==> src/rtl/smb_pkg.sv <==
package smb_pkg;

    typedef enum logic [3:0] {
        ST_IDLE,
        ST_ADDR,
        ST_ADDR_ACK,
        ST_CMD,
        ST_CMD_ACK,
        ST_WDATA,
        ST_WDATA_ACK,
        ST_RDATA,
        ST_RDATA_ACK,
        ST_IGNORE
    } smb_state_e;

    // Bus events seen in the system clock domain
    typedef struct packed {
        logic scl;    // synchronised clock level
        logic sda;    // synchronised data level
        logic rise;   // clock went high
        logic fall;   // clock went low
        logic start;  // data fell while clock high
        logic stop;   // data rose while clock high
    } smb_evt_t;

endpackage

==> src/rtl/smb_line_sync.sv <==
module smb_line_sync
    import smb_pkg::*;
#(
    parameter int STAGES = 2
) (
    input  logic     clk,
    input  logic     rst_n,
    input  logic     scl_i,
    input  logic     sda_i,
    output smb_evt_t evt
);

    logic [STAGES-1:0] scl_sh;
    logic [STAGES-1:0] sda_sh;
    logic              scl_q;
    logic              sda_q;
    logic              scl_s;
    logic              sda_s;

    // Idle bus is high, so reset to ones to avoid a false start
    always_ff @(posedge clk or negedge rst_n) begin
        if (!rst_n) begin
            scl_sh <= '1;
            sda_sh <= '1;
            scl_q  <= 1'b1;
            sda_q  <= 1'b1;
        end else begin
            scl_sh <= {scl_sh[STAGES-2:0], scl_i};
            sda_sh <= {sda_sh[STAGES-2:0], sda_i};
            scl_q  <= scl_s;
            sda_q  <= sda_s;
        end
    end

    assign scl_s     = scl_sh[STAGES-1];
    assign sda_s     = sda_sh[STAGES-1];
    assign evt.scl   = scl_s;
    assign evt.sda   = sda_s;
    assign evt.rise  = scl_s & ~scl_q;
    assign evt.fall  = ~scl_s & scl_q;
    assign evt.start = scl_s & scl_q & sda_q & ~sda_s;
    assign evt.stop  = scl_s & scl_q & ~sda_q & sda_s;

endmodule

==> src/rtl/smb_proto_fsm.sv <==
module smb_proto_fsm
    import smb_pkg::*;
#(
    parameter int              NREG     = 18,
    parameter logic [6:0]      SLV_ADDR = 7'h69,
    parameter logic [NREG-1:0] RO_MASK  = 'h120,
    localparam int             IDXW     = (NREG > 1) ? $clog2(NREG) : 1
) (
    input  logic            clk,
    input  logic            rst_n,
    input  smb_evt_t        evt,
    output logic            sda_oe,
    output logic [IDXW-1:0] rd_idx,
    input  logic [7:0]      rd_data,
    output logic [NREG-1:0] wr_stb,
    output logic [7:0]      wr_data
);

    localparam logic [7:0] NREG_B = 8'(NREG);

    smb_state_e      state;
    logic [3:0]      bit_cnt;
    logic [7:0]      rx_sr;
    logic [7:0]      tx_sr;
    logic [7:0]      ptr;
    logic            cnt_phase;   // next byte is the block count
    logic            is_read;
    logic            m_ack;
    logic            stb_pulse;
    logic [IDXW-1:0] stb_idx;
    logic [7:0]      stb_data;

    logic            in_range;
    logic [IDXW-1:0] ptr_idx;
    logic [NREG-1:0] ro_shift;
    logic            wr_ok;
    logic [7:0]      ptr_next;
    logic [7:0]      load_byte;
    logic            rx_bit;
    logic            rx_done;

    assign in_range  = (ptr < NREG_B);
    assign ptr_idx   = ptr[IDXW-1:0];
    assign ro_shift  = RO_MASK >> ptr_idx;
    assign wr_ok     = in_range && !ro_shift[0];
    assign ptr_next  = (ptr == 8'hFF) ? ptr : ptr + 8'd1;
    assign load_byte = cnt_phase ? NREG_B : (in_range ? rd_data : 8'hFF);
    assign rd_idx    = in_range ? ptr_idx : '0;
    assign rx_bit    = evt.rise && (bit_cnt != 4'd8);
    assign rx_done   = evt.fall && (bit_cnt == 4'd8);

    // State register and datapath
    always_ff @(posedge clk or negedge rst_n) begin
        if (!rst_n) begin
            state     <= ST_IDLE;
            bit_cnt   <= '0;
            rx_sr     <= '0;
            tx_sr     <= '1;
            ptr       <= '0;
            cnt_phase <= 1'b0;
            is_read   <= 1'b0;
            m_ack     <= 1'b0;
            stb_pulse <= 1'b0;
            stb_idx   <= '0;
            stb_data  <= '0;
        end else begin
            stb_pulse <= 1'b0;
            if (evt.start) begin
                state   <= ST_ADDR;
                bit_cnt <= '0;
            end else if (evt.stop) begin
                state <= ST_IDLE;
            end else begin
                unique case (state)
                    ST_IDLE, ST_IGNORE: ;
                    ST_ADDR: begin
                        if (rx_bit) begin
                            rx_sr   <= {rx_sr[6:0], evt.sda};
                            bit_cnt <= bit_cnt + 4'd1;
                        end else if (rx_done) begin
                            bit_cnt <= '0;
                            if (rx_sr[7:1] == SLV_ADDR) begin
                                state   <= ST_ADDR_ACK;
                                is_read <= rx_sr[0];
                            end else begin
                                state <= ST_IGNORE;
                            end
                        end
                    end
                    ST_CMD: begin
                        if (rx_bit) begin
                            rx_sr   <= {rx_sr[6:0], evt.sda};
                            bit_cnt <= bit_cnt + 4'd1;
                        end else if (rx_done) begin
                            bit_cnt <= '0;
                            if (rx_sr[7] || (rx_sr[6:0] == 7'd0)) begin
                                state     <= ST_CMD_ACK;
                                ptr       <= rx_sr[7] ? {1'b0, rx_sr[6:0]} : 8'd0;
                                cnt_phase <= ~rx_sr[7];
                            end else begin
                                state <= ST_IGNORE;
                            end
                        end
                    end
                    ST_WDATA: begin
                        if (rx_bit) begin
                            rx_sr   <= {rx_sr[6:0], evt.sda};
                            bit_cnt <= bit_cnt + 4'd1;
                        end else if (rx_done) begin
                            bit_cnt <= '0;
                            state   <= ST_WDATA_ACK;
                            if (cnt_phase) begin
                                cnt_phase <= 1'b0;
                            end else begin
                                stb_pulse <= wr_ok;
                                stb_idx   <= ptr_idx;
                                stb_data  <= rx_sr;
                                ptr       <= ptr_next;
                            end
                        end
                    end
                    ST_ADDR_ACK: begin
                        if (evt.fall) begin
                            if (is_read) begin
                                state <= ST_RDATA;
                                tx_sr <= load_byte;
                                if (cnt_phase) cnt_phase <= 1'b0;
                                else           ptr       <= ptr_next;
                            end else begin
                                state <= ST_CMD;
                            end
                        end
                    end
                    ST_CMD_ACK, ST_WDATA_ACK: begin
                        if (evt.fall) state <= ST_WDATA;
                    end
                    ST_RDATA: begin
                        if (evt.fall) begin
                            if (bit_cnt == 4'd7) begin
                                state   <= ST_RDATA_ACK;
                                bit_cnt <= '0;
                            end else begin
                                tx_sr   <= {tx_sr[6:0], 1'b1};
                                bit_cnt <= bit_cnt + 4'd1;
                            end
                        end
                    end
                    ST_RDATA_ACK: begin
                        if (evt.rise) begin
                            m_ack <= ~evt.sda;
                        end else if (evt.fall) begin
                            if (m_ack) begin
                                state <= ST_RDATA;
                                tx_sr <= load_byte;
                                if (cnt_phase) cnt_phase <= 1'b0;
                                else           ptr       <= ptr_next;
                            end else begin
                                state <= ST_IGNORE;
                            end
                        end
                    end
                    default: state <= ST_IDLE;
                endcase
            end
        end
    end

    // Output decode
    always_comb begin
        unique case (state)
            ST_ADDR_ACK, ST_CMD_ACK, ST_WDATA_ACK: sda_oe = 1'b1;
            ST_RDATA:                              sda_oe = ~tx_sr[7];
            default:                               sda_oe = 1'b0;
        endcase
    end

    for (genvar g = 0; g < NREG; g++) begin : g_stb
        assign wr_stb[g] = stb_pulse && (stb_idx == IDXW'(g));
    end
    assign wr_data = stb_data;

    p_onehot_strobe_r4: assert property (@(posedge clk) disable iff (!rst_n)
        $onehot0(wr_stb))
        else $error("more than one write strobe");

    p_strobe_at_ack_r4: assert property (@(posedge clk) disable iff (!rst_n)
        (wr_stb != '0) |-> (state == ST_WDATA_ACK && sda_oe))
        else $error("strobe outside data acknowledge");

    p_ro_silent_r10: assert property (@(posedge clk) disable iff (!rst_n)
        (wr_stb & RO_MASK) == '0)
        else $error("read-only register strobed");

    p_ignore_quiet_r2: assert property (@(posedge clk) disable iff (!rst_n)
        (state == ST_IGNORE) |-> (!sda_oe && wr_stb == '0))
        else $error("line driven while ignoring");

    p_start_restarts_r12: assert property (@(posedge clk) disable iff (!rst_n)
        evt.start |=> (state == ST_ADDR && bit_cnt == 4'd0))
        else $error("start did not restart address phase");

    p_stop_idles_r12: assert property (@(posedge clk) disable iff (!rst_n)
        evt.stop |=> (state == ST_IDLE))
        else $error("stop did not return to idle");

    p_sda_low_clock_r13: assert property (@(posedge clk) disable iff (!rst_n)
        (sda_oe != $past(sda_oe)) |-> !evt.scl)
        else $error("data line changed while clock high");

endmodule

==> src/rtl/smb_reg_slave.sv <==
module smb_reg_slave
    import smb_pkg::*;
#(
    parameter int              NREG        = 18,
    parameter logic [6:0]      SLV_ADDR    = 7'h69,
    parameter logic [NREG-1:0] RO_MASK     = 'h120,
    parameter int              SYNC_STAGES = 2,
    localparam int             IDXW        = (NREG > 1) ? $clog2(NREG) : 1
) (
    input  logic            clk,
    input  logic            rst_n,
    input  logic            scl_i,
    input  logic            sda_i,
    output logic            sda_oe,
    output logic [IDXW-1:0] rd_idx,
    input  logic [7:0]      rd_data,
    output logic [NREG-1:0] wr_stb,
    output logic [7:0]      wr_data
);

    smb_evt_t evt;

    smb_line_sync #(
        .STAGES (SYNC_STAGES)
    ) u_sync (
        .clk   (clk),
        .rst_n (rst_n),
        .scl_i (scl_i),
        .sda_i (sda_i),
        .evt   (evt)
    );

    smb_proto_fsm #(
        .NREG     (NREG),
        .SLV_ADDR (SLV_ADDR),
        .RO_MASK  (RO_MASK)
    ) u_fsm (
        .clk     (clk),
        .rst_n   (rst_n),
        .evt     (evt),
        .sda_oe  (sda_oe),
        .rd_idx  (rd_idx),
        .rd_data (rd_data),
        .wr_stb  (wr_stb),
        .wr_data (wr_data)
    );

endmodule

==> config.mk <==
export PLATFORM = sky130hd
export DESIGN_NAME = smb_reg_slave
export DESIGN_NICKNAME = d
export VERILOG_FILES = /design/src/rtl/smb_pkg.sv /design/src/rtl/smb_line_sync.sv /design/src/rtl/smb_proto_fsm.sv /design/src/rtl/smb_reg_slave.sv
export SDC_FILE = /design/constraint.sdc
export NUM_CORES = 1
export LEC_CHECK = 0
export BUFFER_PORTS_ARGS = -buffer_cell sky130_fd_sc_hd__buf_4
export CAP_MARGIN = 5
export CORE_ASPECT_RATIO = 0.8
export CORE_MARGIN = 2
export CORE_UTILIZATION = 50
export DETAILED_ROUTE_END_ITERATION = 7
export HOLD_SLACK_MARGIN = 0.05
export PLACE_DENSITY = 0.7
export SYNTH_ARGS = -nofsm -noshare
export SYNTH_HDL_FRONTEND = slang
export SYNTH_HIERARCHICAL = 1
export SYNTH_SLANG_ARGS = --single-unit
==> constraint.sdc <==
create_clock -name clk -period 3.9 [get_ports clk]
set_clock_uncertainty 0.1 [all_clocks]
set_input_delay 0.585 -clock clk [delete_from_list [all_inputs] [get_ports clk]]
set_output_delay 0.585 -clock clk [all_outputs]
set_load 0.02 [all_outputs]
=== Word-level counts from Yosys, hierarchy flattened ===
Index checks and enable logic that the tools add are counted.

* Memory bits (writable): 0
* Latch bits: 0
* Input port bits: 12
* Output and inout bits: 32
* Memory bits (read-only): 0
* Flip-flop bits (word level): 55
* Logic and storage cells: 205
* Memories kept: 0

* Eq/ne operators: 59
* $add $sub $neg: 2
* Reductions and logical operators: 41
* $lt $le $gt $ge: 1
* Divide/modulo/power cells: 0
* Multiply operators: 0
* Bitwise operators: 17
* Multiplexer cells: 69
* Shift-type cells: 1

{| class="wikitable"
|+ Operators with widths
! operator !! count
|-
| $mux W8 || 21
|-
| $mux W4 || 23
|-
| $eq A5 B4 Y1 const B || 8
|-
| $ne A4 B3 Y1 const B || 8
|-
| $pmux W4 S8 || 1
|-
| $pmux W8 S4 || 1
|-
| $reduce_and A13 Y1 || 2
|-
| $pmux W8 S3 || 1
|-
| $logic_and A1 B1 Y1 || 21
|-
| $eq A4 B3 Y1 const B || 5
|-
| $eq A5 B3 Y1 const B || 4
|-
| $ne A4 B4 Y1 const B || 5
|-
| $ne A2 B1 Y1 const B || 9
|-
| $mux W1 || 16
|-
| $eq A4 B4 Y1 const B || 3
|-
| $reduce_and A4 Y1 || 3
|-
| $reduce_and A6 Y1 || 2
|-
| $eq A5 B2 Y1 const B || 2
|-
| $eq A5 B5 Y1 const B || 2
|-
| $not A1 Y1 || 10
|-
| $reduce_and A10 Y1 || 1
|-
| $shr A9 B5 Y1 const A || 1
|-
| $add A8 B1 Y8 const B || 1
|-
| $eq A4 B2 Y1 const B || 2
|-
| other kinds (26) || 38
|}

=== Longest topological paths before layout ===
* Depth in word-level cells: 9
* Gate-level depth with buffers: 9
* Depth with buffers taken out: 7

=== Modules after synthesis ===
Netlist, hierarchy kept.

{| class="wikitable"
|+ Modules (own cells, without submodules)
! module !! cells an instance !! times used !! sequential area each (um^2) !! area each (um^2)
|-
| smb_proto_fsm || 339 || 1 || 1,236.2 || 3,084.2
|-
| smb_line_sync || 12 || 1 || 157.7 || 205.2
|}

=== Worst setup path after synthesis ===
Ideal clock, no wire load.

* Path type: register to register
* Start: reg u_sync.scl_q
* End: reg u_fsm.cnt_phase
* Buffers on the path: 2
* Required time: 3.675 ns
* Data arrival time: 2.258 ns
* Stages on the path, launching flop included: 9
* Setup slack: 1.417 ns
* Period minus slack after synthesis: 2.483 ns
* Library setup time: 0.125 ns
* Path through: dfstp_2 -> nor2b_1 -> nand4b_1 -> a2111oi_0 -> or3_1 -> buf_2 -> and2_4 -> buf_6 -> mux2_4

{| class="wikitable"
|+ RTL lines
! item !! line !! text
|-
| start, declared || smb_line_sync.sv:15 || <nowiki>logic scl_q;</nowiki>
|-
| start signal, assigned || smb_line_sync.sv:30 || <nowiki>scl_q <= scl_s;</nowiki>
|-
| end signal, assigned || smb_proto_fsm.sv:99 || <nowiki>cnt_phase <= ~rx_sr[7];</nowiki>
|-
| end, declared || smb_proto_fsm.sv:26 || <nowiki>logic cnt_phase;</nowiki>
|}

==> results.sh <==
export IMPL_insertion_delay_ns=0.30
export IMPL_wl_met2_um=3010
export IMPL_fin_crit_sh=0.741
export IMPL_antenna_cells=0
export IMPL_drt_met1_wl_um=3740
export IMPL_grt_pass1_wl_um=12500
export IMPL_maxSlewHeadroom=0.525
export IMPL_ff2ff_path_depth=5
export IMPL_fillers=572
export IMPL_slowest_delay_ns=0.67
export IMPL_grt_total_usage=0.212
export IMPL_clock_sinks=55
export IMPL_antenna_found_initial=0
export IMPL_start_util=0.515
export IMPL_path_cells="nor2b_1, nand4b_1, nand3b_1, or3_1, mux2_1"
export IMPL_htree_levels=2
export IMPL_clk_root_buffer_cell="clkbuf_8"
export IMPL_syn_mean_instance_area_um2=9.38
export IMPL_critical_path_class="reg2reg"
export IMPL_fp_dieArea_um2=7230
export IMPL_required_ns=3.99
export IMPL_postCtsHoldBufs=0
export IMPL_drv_slew=0
export IMPL_path_clk_slew_ns=0.09
export IMPL_crit_path_end_kind="flop"
export IMPL_top_layer="met4"
export IMPL_grt_ovfl_total=0
export IMPL_wl_met3_um=482
export IMPL_synth_cell_area_um2=3280
export IMPL_drive_gt1_frac=0.261
export IMPL_fmax_ghz=0.346
export IMPL_cap_violations=0
export IMPL_core_area_um2=6380
export IMPL_vdd_drop_max_uv=258
export IMPL_synth_cells=350
export IMPL_syn_nets=367
export IMPL_ctsResizeCount=0
export IMPL_tritoncts="yes"
export IMPL_hold_viol_final=0
export IMPL_numCtsBuffers=5
export IMPL_die_w_um=94.6
export IMPL_fin_util=0.585
export IMPL_finalInstanceArea_um2=3730
export IMPL_r2r_end="u_fsm/stb_idx[2]"
export IMPL_drt_iter0_drc=295
export IMPL_ant_nets=0
export IMPL_routabilityCongestion=0.922
export IMPL_r2r_start="u_sync/scl_q"
export IMPL_worst_slew_pin_transition_ns=0.712
export IMPL_drt_pre_antenna_iters=5
export IMPL_setup_viol=0
export IMPL_tns_ns=0
export IMPL_cp_slowest_cell="or3_1"
export IMPL_cts_setup_buffers=0
export IMPL_clock_path_buffers=2
export IMPL_min_path_type="in2async"
export IMPL_cp_start_kind="flop"
export IMPL_crit_fanout=16
export IMPL_drc_errors=0
export IMPL_worstPathArrival_ns=2.98
export IMPL_min_period_ns=2.89
export IMPL_dp_hpwl_um=5120
export IMPL_nets=395
export IMPL_ys_warn_count=6
export IMPL_status="completed"
export IMPL_leakage_nw=1.66
export IMPL_postPlaceCellArea_um2=3590
export IMPL_syn_to_final_growth_pct=13.6
export IMPL_r2r_slack_ns=1.01
export IMPL_grt_pass1_vias=2517
export IMPL_grt_max_degree=56
export IMPL_holdWs_ns=0.207
export IMPL_wl_um=7280
export IMPL_avgViaCountPerCell=6.03
export IMPL_powerDensity_nw_per_um2=495
export IMPL_rsz0062_at_grt="false"
export IMPL_ios=44
export IMPL_die_y_um=76.5
export IMPL_numPortBuffers=43
export IMPL_wl_per_cell_um=15.7
export IMPL_num_rows=26
export IMPL_vias=2791
[cell type report]
type                       instances  area (um2)  area share
multi-input combinational        263        1740       0.466
sequential                        55        1390       0.374
timing repair buffer              43         323      0.0866
tap                               84         105      0.0282
clock buffer                       6        72.6      0.0195
clock inverter                     2        60.1      0.0161
inverter                          10        37.5      0.0101
[metrics by stage]
step	total power, W	worst slack (ns)	instances
detailed placement	0.00141	1.06	455
CTS	0.00185	1.02	463
global route	0.00196	0.858	463
floorplan	0.00123	1.42	350
global placement	0.00140	1.18	455
finish	0.00185	1.01	463
[placed cells by master, fill, tap and decap left out, types with 3 or more instances in the layout]
master / n
and3_1: 7
clkbuf_8: 5
o31ai_1: 5
a31oi_1: 14
inv_1: 9
dfstp_2: 14
o21ai_1: 3
nor3_1: 10
nand4_1: 5
mux2_1: 5
or3_1: 4
o21ai_0: 17
buf_4: 43
nor2_1: 41
nand2_1: 33
nand3_1: 8
nor2b_1: 3
nand3b_1: 8
and4b_1: 3
nand2b_1: 4
ha_1: 5
a21oi_1: 18
dfrtp_1: 41
mux2_2: 25
[state kept, by name, summed over array words and instances (netlist names), 2 cells and up]
name and cells:
u_fsm/state 4, u_fsm/rx_sr 8, u_fsm/stb_idx 5, u_sync/sda_sh 2, u_fsm/ptr 8, u_fsm/bit_cnt 4, u_fsm/wr_data 8, u_fsm/tx_sr 8
u_sync/scl_sh 2
[critical path, delay by kind of cell, from the launching register on]
kind             cells  cell delay (ns)
and+or+nand+nor      4             1.69
DFF                  1             0.55
muxes                1             0.43
[routing by layer]
metal / GRT usage / up-vias
li1: - / 1327
met1: 0.345 / 1343
met2: 0.294 / 116
met3: 0.0346 / 5
met4: 0.0464 / 0
met5: 0 / -
[power breakdown]
| part | leakage, nW | switching [W] | internal, W |
|---|---|---|---|
| Sequential | 0.711 | 0.000152 | 0.000686 |
| Clock | 0.0654 | 0.000174 | 0.000256 |
| Combinational | 0.885 | 0.000332 | 0.000244 |
| Total | 1.66 | 0.000658 | 0.00119 |
[worst max path at each step]
stage | start | to | cells after the start
after floorplan | u_sync/scl_q | u_fsm/cnt_phase | 8
after global placement | u_sync/scl_q | u_fsm/wr_data[6] | 5
after detailed placement | u_sync/scl_q | u_fsm/stb_idx[2] | 5
after CTS | u_sync/scl_q | u_fsm/stb_idx[2] | 5
after global routing | u_sync/scl_q | u_fsm/stb_idx[2] | 5
final | u_sync/scl_q | u_fsm/stb_idx[2] | 5
No activity file was read; power rests on OpenSTA's default activity.
